==> config.mk <==
export PLATFORM = sky130hd
export DESIGN_NAME = sadc_seq
export DESIGN_NICKNAME = d
export VERILOG_FILES = /design/src/rtl/sadc_pkg.sv /design/src/rtl/sadc_ctrl.sv /design/src/rtl/sadc_datapath.sv /design/src/rtl/sadc_seq.sv
export SDC_FILE = /design/constraint.sdc
export NUM_CORES = 1
export LEC_CHECK = 0
export BUFFER_PORTS_ARGS = -buffer_cell sky130_fd_sc_hd__buf_4
export CAP_MARGIN = 0
export CORE_UTILIZATION = 50
export CTS_BUF_LIST = sky130_fd_sc_hd__clkbuf_4
export DETAILED_ROUTE_END_ITERATION = 10
export PLACE_DENSITY = 0.67
export SETUP_SLACK_MARGIN = 0.5
export SKIP_LAST_GASP = 1
export SLEW_MARGIN = 20
export SYNTH_ARGS = -nofsm -noshare
export SYNTH_HDL_FRONTEND = slang
export SYNTH_SLANG_ARGS = --single-unit
==> constraint.sdc <==
create_clock -name clk -period 4.61 [get_ports clk]
set_input_delay 0.461 -clock clk [delete_from_list [all_inputs] [get_ports clk]]
set_output_delay 0.461 -clock clk [all_outputs]
set_load 0.1 [all_outputs]
==> src/rtl/sadc_pkg.sv <==
package sadc_pkg;
  localparam int STEP_W = 5;

  typedef enum logic {
    ST_IDLE = 1'b0,
    ST_CONV = 1'b1
  } seqState_t;

  // strobes from control to datapath
  typedef struct packed {
    logic              clearSar;
    logic              stepEn;
    logic [STEP_W-1:0] stepBit;
    logic              storeEn;
  } seqStrobe_t;
endpackage

==> src/rtl/sadc_ctrl.sv <==
module sadc_ctrl
  import sadc_pkg::*;
#(
  parameter int NUM_CH   = 4,
  parameter int DATA_W   = 12,
  parameter int CONV_CYC = 32,
  localparam int CH_W    = (NUM_CH > 1) ? $clog2(NUM_CH) : 1,
  localparam int CW_W    = CH_W + 2
) (
  input  logic            clk,
  input  logic            rstN,
  input  logic            csN,
  input  logic            wrN,
  input  logic            rdN,
  input  logic            cnvN,
  input  logic [CW_W-1:0] busIn,
  output seqStrobe_t      strobe,
  output logic [CH_W-1:0] chanIdx,
  output logic [CH_W-1:0] rdPtr,
  output logic            holdOut,
  output logic            bankSel,
  output logic            intN,
  output logic            pwrDown,
  output logic            busOe
);
  localparam int CNT_W  = $clog2(CONV_CYC + 1);
  localparam int SETTLE = CONV_CYC - DATA_W;

  initial begin
    if (SETTLE < 1) $error("CONV_CYC must exceed DATA_W");
  end

  // edge detection on the bus strobes
  logic wrActPrev, rdActPrev, cnvPrev;
  logic wrAct, rdAct, wrEnd, rdFall, rdRise, cnvRise;

  assign wrAct   = !csN && !wrN;
  assign rdAct   = !csN && !rdN;
  assign wrEnd   = wrActPrev && !wrAct;
  assign rdFall  = rdAct && !rdActPrev;
  assign rdRise  = rdActPrev && !rdAct;
  assign cnvRise = cnvN && !cnvPrev;

  always_ff @(posedge clk or negedge rstN) begin
    if (!rstN) begin
      wrActPrev <= 1'b0;
      rdActPrev <= 1'b0;
      cnvPrev   <= 1'b1;
    end else begin
      wrActPrev <= wrAct;
      rdActPrev <= rdAct;
      cnvPrev   <= cnvN;
    end
  end

  // mode register
  logic [CH_W-1:0] modeCnt;
  logic            modeBank;
  logic            modePd;

  always_ff @(posedge clk or negedge rstN) begin
    if (!rstN) begin
      modeCnt  <= '0;
      modeBank <= 1'b0;
      modePd   <= 1'b0;
    end else if (wrEnd) begin
      modeCnt  <= busIn[CH_W-1:0];
      modeBank <= busIn[CH_W];
      modePd   <= busIn[CH_W+1];
    end
  end

  // sequencer
  seqState_t        state;
  logic [CNT_W-1:0] cnt;
  logic [CH_W-1:0]  lastChan;
  logic             seqBank;
  logic             accept, chanDone, seqDone, conv;

  assign conv     = (state == ST_CONV);
  assign accept   = cnvRise && (state == ST_IDLE) && !modePd;
  assign chanDone = conv && (cnt == CNT_W'(CONV_CYC - 1));
  assign seqDone  = chanDone && (chanIdx == lastChan);

  always_ff @(posedge clk or negedge rstN) begin
    if (!rstN) begin
      state    <= ST_IDLE;
      cnt      <= '0;
      chanIdx  <= '0;
      lastChan <= '0;
      seqBank  <= 1'b0;
    end else begin
      case (state)
        ST_IDLE: begin
          if (accept) begin
            state    <= ST_CONV;
            cnt      <= '0;
            chanIdx  <= '0;
            lastChan <= modeCnt;
            seqBank  <= modeBank;
          end
        end
        ST_CONV: begin
          if (seqDone) begin
            state <= ST_IDLE;
            cnt   <= '0;
          end else if (chanDone) begin
            cnt     <= '0;
            chanIdx <= chanIdx + 1'b1;
          end else begin
            cnt <= cnt + 1'b1;
          end
        end
        default: state <= ST_IDLE;
      endcase
    end
  end

  // strobes towards the datapath
  logic [CNT_W-1:0] stepOff;
  assign stepOff = cnt - CNT_W'(SETTLE);

  always_comb begin
    strobe.clearSar = conv && (cnt == '0);
    strobe.stepEn   = conv && (cnt >= CNT_W'(SETTLE));
    strobe.stepBit  = STEP_W'(DATA_W - 1) - STEP_W'(stepOff);
    strobe.storeEn  = chanDone;
  end

  // read pointer and interrupt
  always_ff @(posedge clk or negedge rstN) begin
    if (!rstN) begin
      rdPtr <= '0;
      intN  <= 1'b1;
    end else begin
      if (accept)
        rdPtr <= '0;
      else if (rdRise)
        rdPtr <= (rdPtr == CH_W'(NUM_CH - 1)) ? '0 : rdPtr + 1'b1;

      if (seqDone)
        intN <= 1'b0;
      else if (accept || rdFall)
        intN <= 1'b1;
    end
  end

  assign holdOut = conv;
  assign bankSel = seqBank;
  assign pwrDown = modePd;
  assign busOe   = rdAct;

  AST_SEQ_FROM_FIRST: assert property (@(posedge clk) disable iff (!rstN)
    $rose(holdOut) |-> (chanIdx == '0));
  AST_INT_WITH_HOLD_END: assert property (@(posedge clk) disable iff (!rstN)
    $fell(intN) |-> $fell(holdOut));
  AST_PD_BLOCKS_START: assert property (@(posedge clk) disable iff (!rstN)
    $rose(holdOut) |-> !$past(modePd));
  AST_START_RESETS_PTR: assert property (@(posedge clk) disable iff (!rstN)
    $rose(holdOut) |-> (rdPtr == '0));
  AST_CHAN_IN_RANGE: assert property (@(posedge clk) disable iff (!rstN)
    holdOut |-> (chanIdx <= lastChan));
endmodule

==> src/rtl/sadc_datapath.sv <==
module sadc_datapath
  import sadc_pkg::*;
#(
  parameter int NUM_CH = 4,
  parameter int DATA_W = 12,
  localparam int CH_W  = (NUM_CH > 1) ? $clog2(NUM_CH) : 1
) (
  input  logic              clk,
  input  logic              rstN,
  input  seqStrobe_t        strobe,
  input  logic              cmpIn,
  input  logic [CH_W-1:0]   chanIdx,
  input  logic [CH_W-1:0]   rdPtr,
  output logic [DATA_W-1:0] dacCode,
  output logic [DATA_W-1:0] busOut
);
  localparam logic [DATA_W-1:0] MSB_MASK = {1'b1, {(DATA_W-1){1'b0}}};

  logic [DATA_W-1:0] sar, sarNext, bitMask;

  assign bitMask = {{(DATA_W-1){1'b0}}, 1'b1} << strobe.stepBit;
  assign dacCode = strobe.stepEn ? (sar | bitMask) : sar;

  always_comb begin
    sarNext = sar;
    if (strobe.stepEn)
      sarNext = cmpIn ? (sar | bitMask) : (sar & ~bitMask);
  end

  always_ff @(posedge clk or negedge rstN) begin
    if (!rstN)
      sar <= '0;
    else if (strobe.clearSar)
      sar <= '0;
    else
      sar <= sarNext;
  end

  // result store, one slot per channel, no reset
  logic [DATA_W-1:0] slot [NUM_CH];

  for (genvar g = 0; g < NUM_CH; g++) begin : g_slot
    always_ff @(posedge clk) begin
      if (strobe.storeEn && (chanIdx == CH_W'(g)))
        slot[g] <= sarNext ^ MSB_MASK;
    end
  end

  assign busOut = slot[rdPtr];

  AST_SAR_CLEAR_FIRST: assert property (@(posedge clk) disable iff (!rstN)
    (strobe.stepEn && strobe.stepBit == STEP_W'(DATA_W - 1)) |-> (sar == '0));
  AST_STORE_ON_LAST_STEP: assert property (@(posedge clk) disable iff (!rstN)
    strobe.storeEn |-> (strobe.stepEn && strobe.stepBit == '0));
endmodule

==> src/rtl/sadc_seq.sv <==
module sadc_seq
  import sadc_pkg::*;
#(
  parameter int NUM_CH   = 4,
  parameter int DATA_W   = 12,
  parameter int CONV_CYC = 32,
  localparam int CH_W    = (NUM_CH > 1) ? $clog2(NUM_CH) : 1,
  localparam int CW_W    = CH_W + 2
) (
  input  logic              clk,
  input  logic              rstN,
  input  logic              csN,
  input  logic              wrN,
  input  logic              rdN,
  input  logic              cnvN,
  input  logic [CW_W-1:0]   busIn,
  input  logic              cmpIn,
  output logic [DATA_W-1:0] busOut,
  output logic              busOe,
  output logic [DATA_W-1:0] dacCode,
  output logic              holdOut,
  output logic              bankSel,
  output logic [CH_W-1:0]   chanSel,
  output logic              intN,
  output logic              pwrDown
);
  seqStrobe_t      strobe;
  logic [CH_W-1:0] rdPtr;

  sadc_ctrl #(.NUM_CH(NUM_CH), .DATA_W(DATA_W), .CONV_CYC(CONV_CYC)) u_ctrl (
    .clk(clk), .rstN(rstN), .csN(csN), .wrN(wrN), .rdN(rdN), .cnvN(cnvN),
    .busIn(busIn), .strobe(strobe), .chanIdx(chanSel), .rdPtr(rdPtr),
    .holdOut(holdOut), .bankSel(bankSel), .intN(intN), .pwrDown(pwrDown),
    .busOe(busOe)
  );

  sadc_datapath #(.NUM_CH(NUM_CH), .DATA_W(DATA_W)) u_dp (
    .clk(clk), .rstN(rstN), .strobe(strobe), .cmpIn(cmpIn),
    .chanIdx(chanSel), .rdPtr(rdPtr), .dacCode(dacCode), .busOut(busOut)
  );

  AST_BUS_QUIET_NO_CS: assert property (@(posedge clk) disable iff (!rstN)
    (csN && $past(csN)) |-> !busOe);
endmodule

* After elaboration in Yosys (flattened, before gate mapping)
Memories as Yosys holds them, arrays and structs flattened.
Index checks and enable logic that the tools add are counted.
** Cells by class
- $mul :: 0
- Bitwise operators :: 5
- Add/subtract/negate cells :: 5
- Divide/modulo/power cells :: 0
- Muxes and demuxes :: 37
- Equality and inequality tests :: 9
- $lt $le $gt $ge :: 1
- Shifts and indexed selects :: 1
- Reduce and logical (&&, ||, !) cells :: 34
** Operators with widths (count)
- $mux 12 :: 7
- $reduce_or 12->1 :: 3
- $mux 2 :: 9
- $mux 6 :: 3
- $logic_and 1x1->1 :: 16
- $mux 1 :: 15
- $and 12x12->12 :: 1
- $not 12->12 :: 1
- $or 12x12->12 :: 1
- $pmux 6 s2 :: 1
- $shl 1x5->12 const A :: 1
- $logic_not 1->1 :: 8
- $add 6x1->6 const B :: 1
- $eq 2x2->1 const B :: 3
- $eq 6x5->1 const B :: 1
- $ge 6x5->1 const B :: 1
- $logic_not 6->1 :: 1
- $sub 4x5->5 const A :: 1
- $sub 5x5->5 const B :: 1
- $add 2x1->2 const B :: 2
- $ne 2x2->1 const B :: 2
- $pmux 2 s2 :: 1
- $reduce_bool 2->1 :: 2
- $reduce_and 3->1 :: 1
- other kinds (8) :: 9
** Storage, ports and cells
- Memory bits (writable) :: 48
- Latch bits :: 0
- Word-level logic and storage cells :: 107
- Bits in registers :: 34
- Bits in read-only memories :: 0
- Memories :: 1
** Memories
- u_dp.slot :: words 4, bits a word 12, read ports 1, clocked after Yosys merged registers in 0, write ports 1, RTL line sadc_datapath.sv:40 : logic [DATA_W-1:0] slot [NUM_CH];

* Logic depth before layout (Yosys ltp)
- Depth in word-level cells :: 11
- Mapped depth :: 6
- Depth with buffers taken out :: 6

* Hierarchy
A second synthesis with hierarchy kept.
** Unflattened totals
- Cell total of the unflattened synthesis :: 257
- Area total of the unflattened synthesis :: 3683.5 um2
** Modules (own cells, without submodules)
- sadc_datapath :: sequential area each 1741.7 um2, cells each 149, instances 1, area each 2601.2 um2
- sadc_ctrl :: sequential area each 553.0 um2, cells each 108, instances 1, area each 1082.3 um2

* Least setup slack after synthesis
No wires, ideal clock.
- Path kind :: register -> output
- From :: register u_ctrl.state (netlist: u_ctrl.holdOut)
- To :: output dacCode[0]
- Buffers on the path :: 1
- Arrival :: 2.166 ns
- Stages on the path, launching flop included :: 4
- Data required time :: 4.149 ns
- Path slack :: 1.983 ns
- Cells stage by stage :: dfrtp_1 > buf_2 > nand4_1 > nand2b_1
** Between the ends
- Longest elaborated chain between the ends :: 2
** Ends and longest elaborated chain
- start: declaration :: RTL line sadc_ctrl.sv:74 : seqState_t state;
- start signal: assignment :: RTL line sadc_ctrl.sv:87 : state <= ST_IDLE;
- start signal: assignment :: RTL line sadc_ctrl.sv:96 : state <= ST_CONV;
- start signal: assignment :: RTL line sadc_ctrl.sv:105 : state <= ST_IDLE;
- $logic_and 1x1->1 :: RTL line sadc_ctrl.sv:125 : strobe.stepEn = conv && (cnt >= CNT_W'(SETTLE));
- $mux 12 :: RTL line sadc_datapath.sv:22 : assign dacCode = strobe.stepEn ? (sar | bitMask) : sar;
- end: declaration :: RTL line sadc_seq.sv:20 : output logic [DATA_W-1:0] dacCode,
No other way between the ends.

* Worst setup path after layout
- From :: register u_ctrl.rdPtr[0]
- To :: output busOut[0]
** Between the ends
- Longest elaborated chain between the ends :: 1
** Ends and longest elaborated chain
- start: declaration :: RTL line sadc_ctrl.sv:19 : output logic [CH_W-1:0] rdPtr,
- start signal: assignment :: RTL line sadc_ctrl.sv:139 : rdPtr <= (rdPtr == CH_W'(NUM_CH - 1)) ? '0 : rdPtr + 1'b1;
- $mem_v2 4x12
- end: declaration :: RTL line sadc_seq.sv:18 : output logic [DATA_W-1:0] busOut,
No other way between the ends.

==> results.sh <==
export IMPL_die_width_um=86.3
export IMPL_ir_drop_mv=0.295
export IMPL_hold_class="in -> reg"
export IMPL_diodes=0
export IMPL_first_pass_iters=4
export IMPL_min_delay_start="cnvN"
export IMPL_avgRoutedWirePerCell_um=16.7
export IMPL_tritoncts="yes"
export IMPL_leakage_nw=1.75
export IMPL_synth_area_top_cells="edfxtp_1, dfrtp_1, mux4_2, ha_1, mux2_2"
export IMPL_layout_drive_gt1_share_pct=31.0
export IMPL_die_height_um=86.3
export IMPL_grt_max_degree=35
export IMPL_critPathKind="reg -> out"
export IMPL_grt_pass1_vias=1984
export IMPL_yosysTopAreaCell="edfxtp_1"
export IMPL_io_pins=42
export IMPL_max_stage_delay_ns=0.93
export IMPL_syn_area_mm2=0.00355
export IMPL_tns_ns=0
export IMPL_min_path_cells=1
export IMPL_cp_max_fo=15
export IMPL_cts_htree_levels=3
export IMPL_whs_endpoint="u_ctrl.cnvPrev"
export IMPL_synth_ff_latch_count=82
export IMPL_core_area_mm2=0.00683
export IMPL_period_share_pct=57.5
export IMPL_syn_area_per_cell_um2=15.3
export IMPL_finish_utilization_pct=60.0
export IMPL_fill_cells=562
export IMPL_fin_skew_ns=0.0122
export IMPL_rr_endpoint="u_dp.slot[2][5]"
export IMPL_numCtsBuffers=9
export IMPL_num_nets_final=298
export IMPL_yosysSeqAreaShare_pct=64.6
export IMPL_min_period_ns=2.65
export IMPL_vias_per_cell=5.24
export IMPL_syn_to_final_growth_pct=15.5
export IMPL_tightest_slew_ns=0.869
export IMPL_power_w=0.00258
export IMPL_clk_pin_slew_ns=0.13
export IMPL_postCtsResizedCells=0
export IMPL_yosysUniqueCellTypes=37
export IMPL_rsz0062_at_grt="false"
export IMPL_fmax_ghz=0.377
export IMPL_die_area_mm2=0.00745
export IMPL_p_per_area_mw_per_mm2=628
export IMPL_arrival_ns=2.19
export IMPL_startpoint="u_ctrl.rdPtr[0]"
export IMPL_worstPathRequired_ns=4.15
export IMPL_routed_wirelength_um=6300
export IMPL_multi_input_area_mm2=0.00120
export IMPL_synth_top_area_share_pct=40.6
export IMPL_maxSlewHeadroom_pct=42.1
export IMPL_worstSkewPairLatency_ns=0.41
export IMPL_cts_root_buf="clkbuf_4"
export IMPL_dp_hpwl_um=4240
export IMPL_antenna_found_initial=0
export IMPL_crit_reg2reg_launch="u_ctrl.holdOut"
export IMPL_status="completed"
export IMPL_path_buf_inv=1
export IMPL_drc=0
export IMPL_r2r_slack_ns=2.31
export IMPL_grt_ovfl_total=0
export IMPL_syn_nets=254
export IMPL_cp_start_kind="register"
export IMPL_synthCells=232
export IMPL_first_iter_violations=83
export IMPL_cp_top_family="flip-flops"
export IMPL_endpoint_kind="output port"
export IMPL_finalHoldViolCount=0
export IMPL_initial_utilization_pct=52.0
export IMPL_r2r_cells=3
export IMPL_clockBufferDepth=2
export IMPL_io_buffers=41
export IMPL_hold_ws_ns=0.148
export IMPL_crit_slowest_cell="dfrtp_1"
export IMPL_ant_nets=0
export IMPL_via_count=1977
export IMPL_num_rows=30
export IMPL_path_cells="mux4_2 > buf_4"
export IMPL_drv_cap=0
export IMPL_finalSetupViolCount=0
export IMPL_maxSlewViolCount=0
export IMPL_final_seq_area_mm2=0.00229
export IMPL_place_congestion=0.758
export IMPL_grt_pass1_wl_um=10300
export IMPL_cts_sinks=82
export IMPL_ys_warnings_count=0
export IMPL_grt_usage_pct=19.1
-- power by group --
| group | switching (W) | leakage [nW] | internal (W) | total (W) |
|---|---|---|---|---|
| Combinational | 0.000845 | 0.797 | 0.000305 | 0.00115 |
| Clock | 0.000240 | 0.0742 | 0.000173 | 0.000413 |
| Sequential | 0.000136 | 0.874 | 0.000876 | 0.00101 |
-- worst max path at each step --
| stage | endpoint | slack (ns) | cells past startpoint |
|---|---|---|---|
| after floorplan | dacCode[0] | 1.98 | 3 |
| after global placement | busOut[0] | 2.33 | 2 |
| after detailed placement | busOut[0] | 2.31 | 2 |
| after CTS | busOut[0] | 1.83 | 2 |
| after global routing | busOut[0] | 1.74 | 2 |
| final | busOut[0] | 1.96 | 2 |
-- Yosys cell counts, drive strengths merged --
master	n
and4	1
nor2b	10
inv	6
o32ai	1
a31oi	1
nor3	4
or2	1
nor4b	1
nand3	2
o21bai	2
nor2	10
nand2b	14
edfxtp	48
ha	11
nand2	15
and4b	2
clkbuf	1
o41a	1
dfrtp	32
nand4	4
buf	9
mux2i	4
a21oi	2
xor2	3
dfstp	2
o211ai	1
mux4	12
o21ai	8
mux2	18
nor4	2
and2	4
-- per-layer routing --
layer | vias up | GRT usage [%] | part of all wire (%)
met1 | 980 | 25.6 | 45
met4 | 0 | 9.24 | 1.5
met3 | 7 | 4.67 | 3.0
met2 | 44 | 29.4 | 51
met5 | - | 0 | 0
li1 | 946 | - | -
-- area by class of cell --
type / instances / share of cell area, %
Sequential cell: 82 / 55.9
Multi-Input combinational cell: 134 / 29.2
Timing Repair Buffer: 43 / 7.93
Tap cell: 96 / 2.93
Clock buffer: 10 / 1.83
Clock inverter: 6 / 1.65
Inverter: 6 / 0.549
-- what timing repair did --
| action | in CTS | in global routing |
|---|---|---|
| hold buffers | 1 | 0 |
| endpoints found under the hold margin | 32 | 0 |
| setup buffers | 0 | 0 |
-- state kept, by name (all words and copies together), names as in the netlist --
signal and flops:
u_ctrl.bankSel 1, u_ctrl.chanIdx 2, u_ctrl.cnt 6, u_ctrl.cnvPrev 1, u_ctrl.holdOut 1, u_ctrl.intN 1, u_ctrl.lastChan 2, u_ctrl.modeBank 1
u_ctrl.modeCnt 2, u_ctrl.pwrDown 1, u_ctrl.rdActPrev 1, u_ctrl.rdPtr 2, u_ctrl.wrActPrev 1, u_dp.sar 12, u_dp.slot 48
-- metrics by stage --
stage	worst slack, ns	std cells	cell area, µm²
finish	1.96	377	4100
CTS	1.83	377	4090
floorplan	1.98	232	3550
global route	1.74	377	4100
global placement	2.33	360	3940
detailed placement	2.31	360	3940
-- cells in the final DEF (no fill, tap or decap), types with 4 or more instances in the layout --
master,n
and2_1,4
buf_4,42
clkbuf_4,10
dfrtp_1,32
edfxtp_1,48
ha_1,11
inv_1,6
mux2_1,7
mux2_2,11
mux2i_1,4
mux4_2,12
nand2_1,15
nand2b_1,14
nor2_1,10
nor2b_1,10
nor3_1,4
o21ai_0,5
-- logic make-up after synthesis --
logic type / count (synthesis) / share of synthesized area (%)
XOR/XNOR: 3 / 0.740
flip-flops: 82 / 64.6
multiplexers: 34 / 14.4
AO/OA/AOI/OAI: 16 / 2.89
buffers and inverters: 16 / 1.97
AND/OR/NAND/NOR: 70 / 11.5
adder cells (fa/ha/maj): 11 / 3.87
-- worst reg2reg max path: stages (launching register included) --
cell and delay [ns]:
dfrtp_1 0.73, nand2b_1 0.21, nor2_1 0.33, and2_1 0.66
Power figures use the tool's default switching activity.
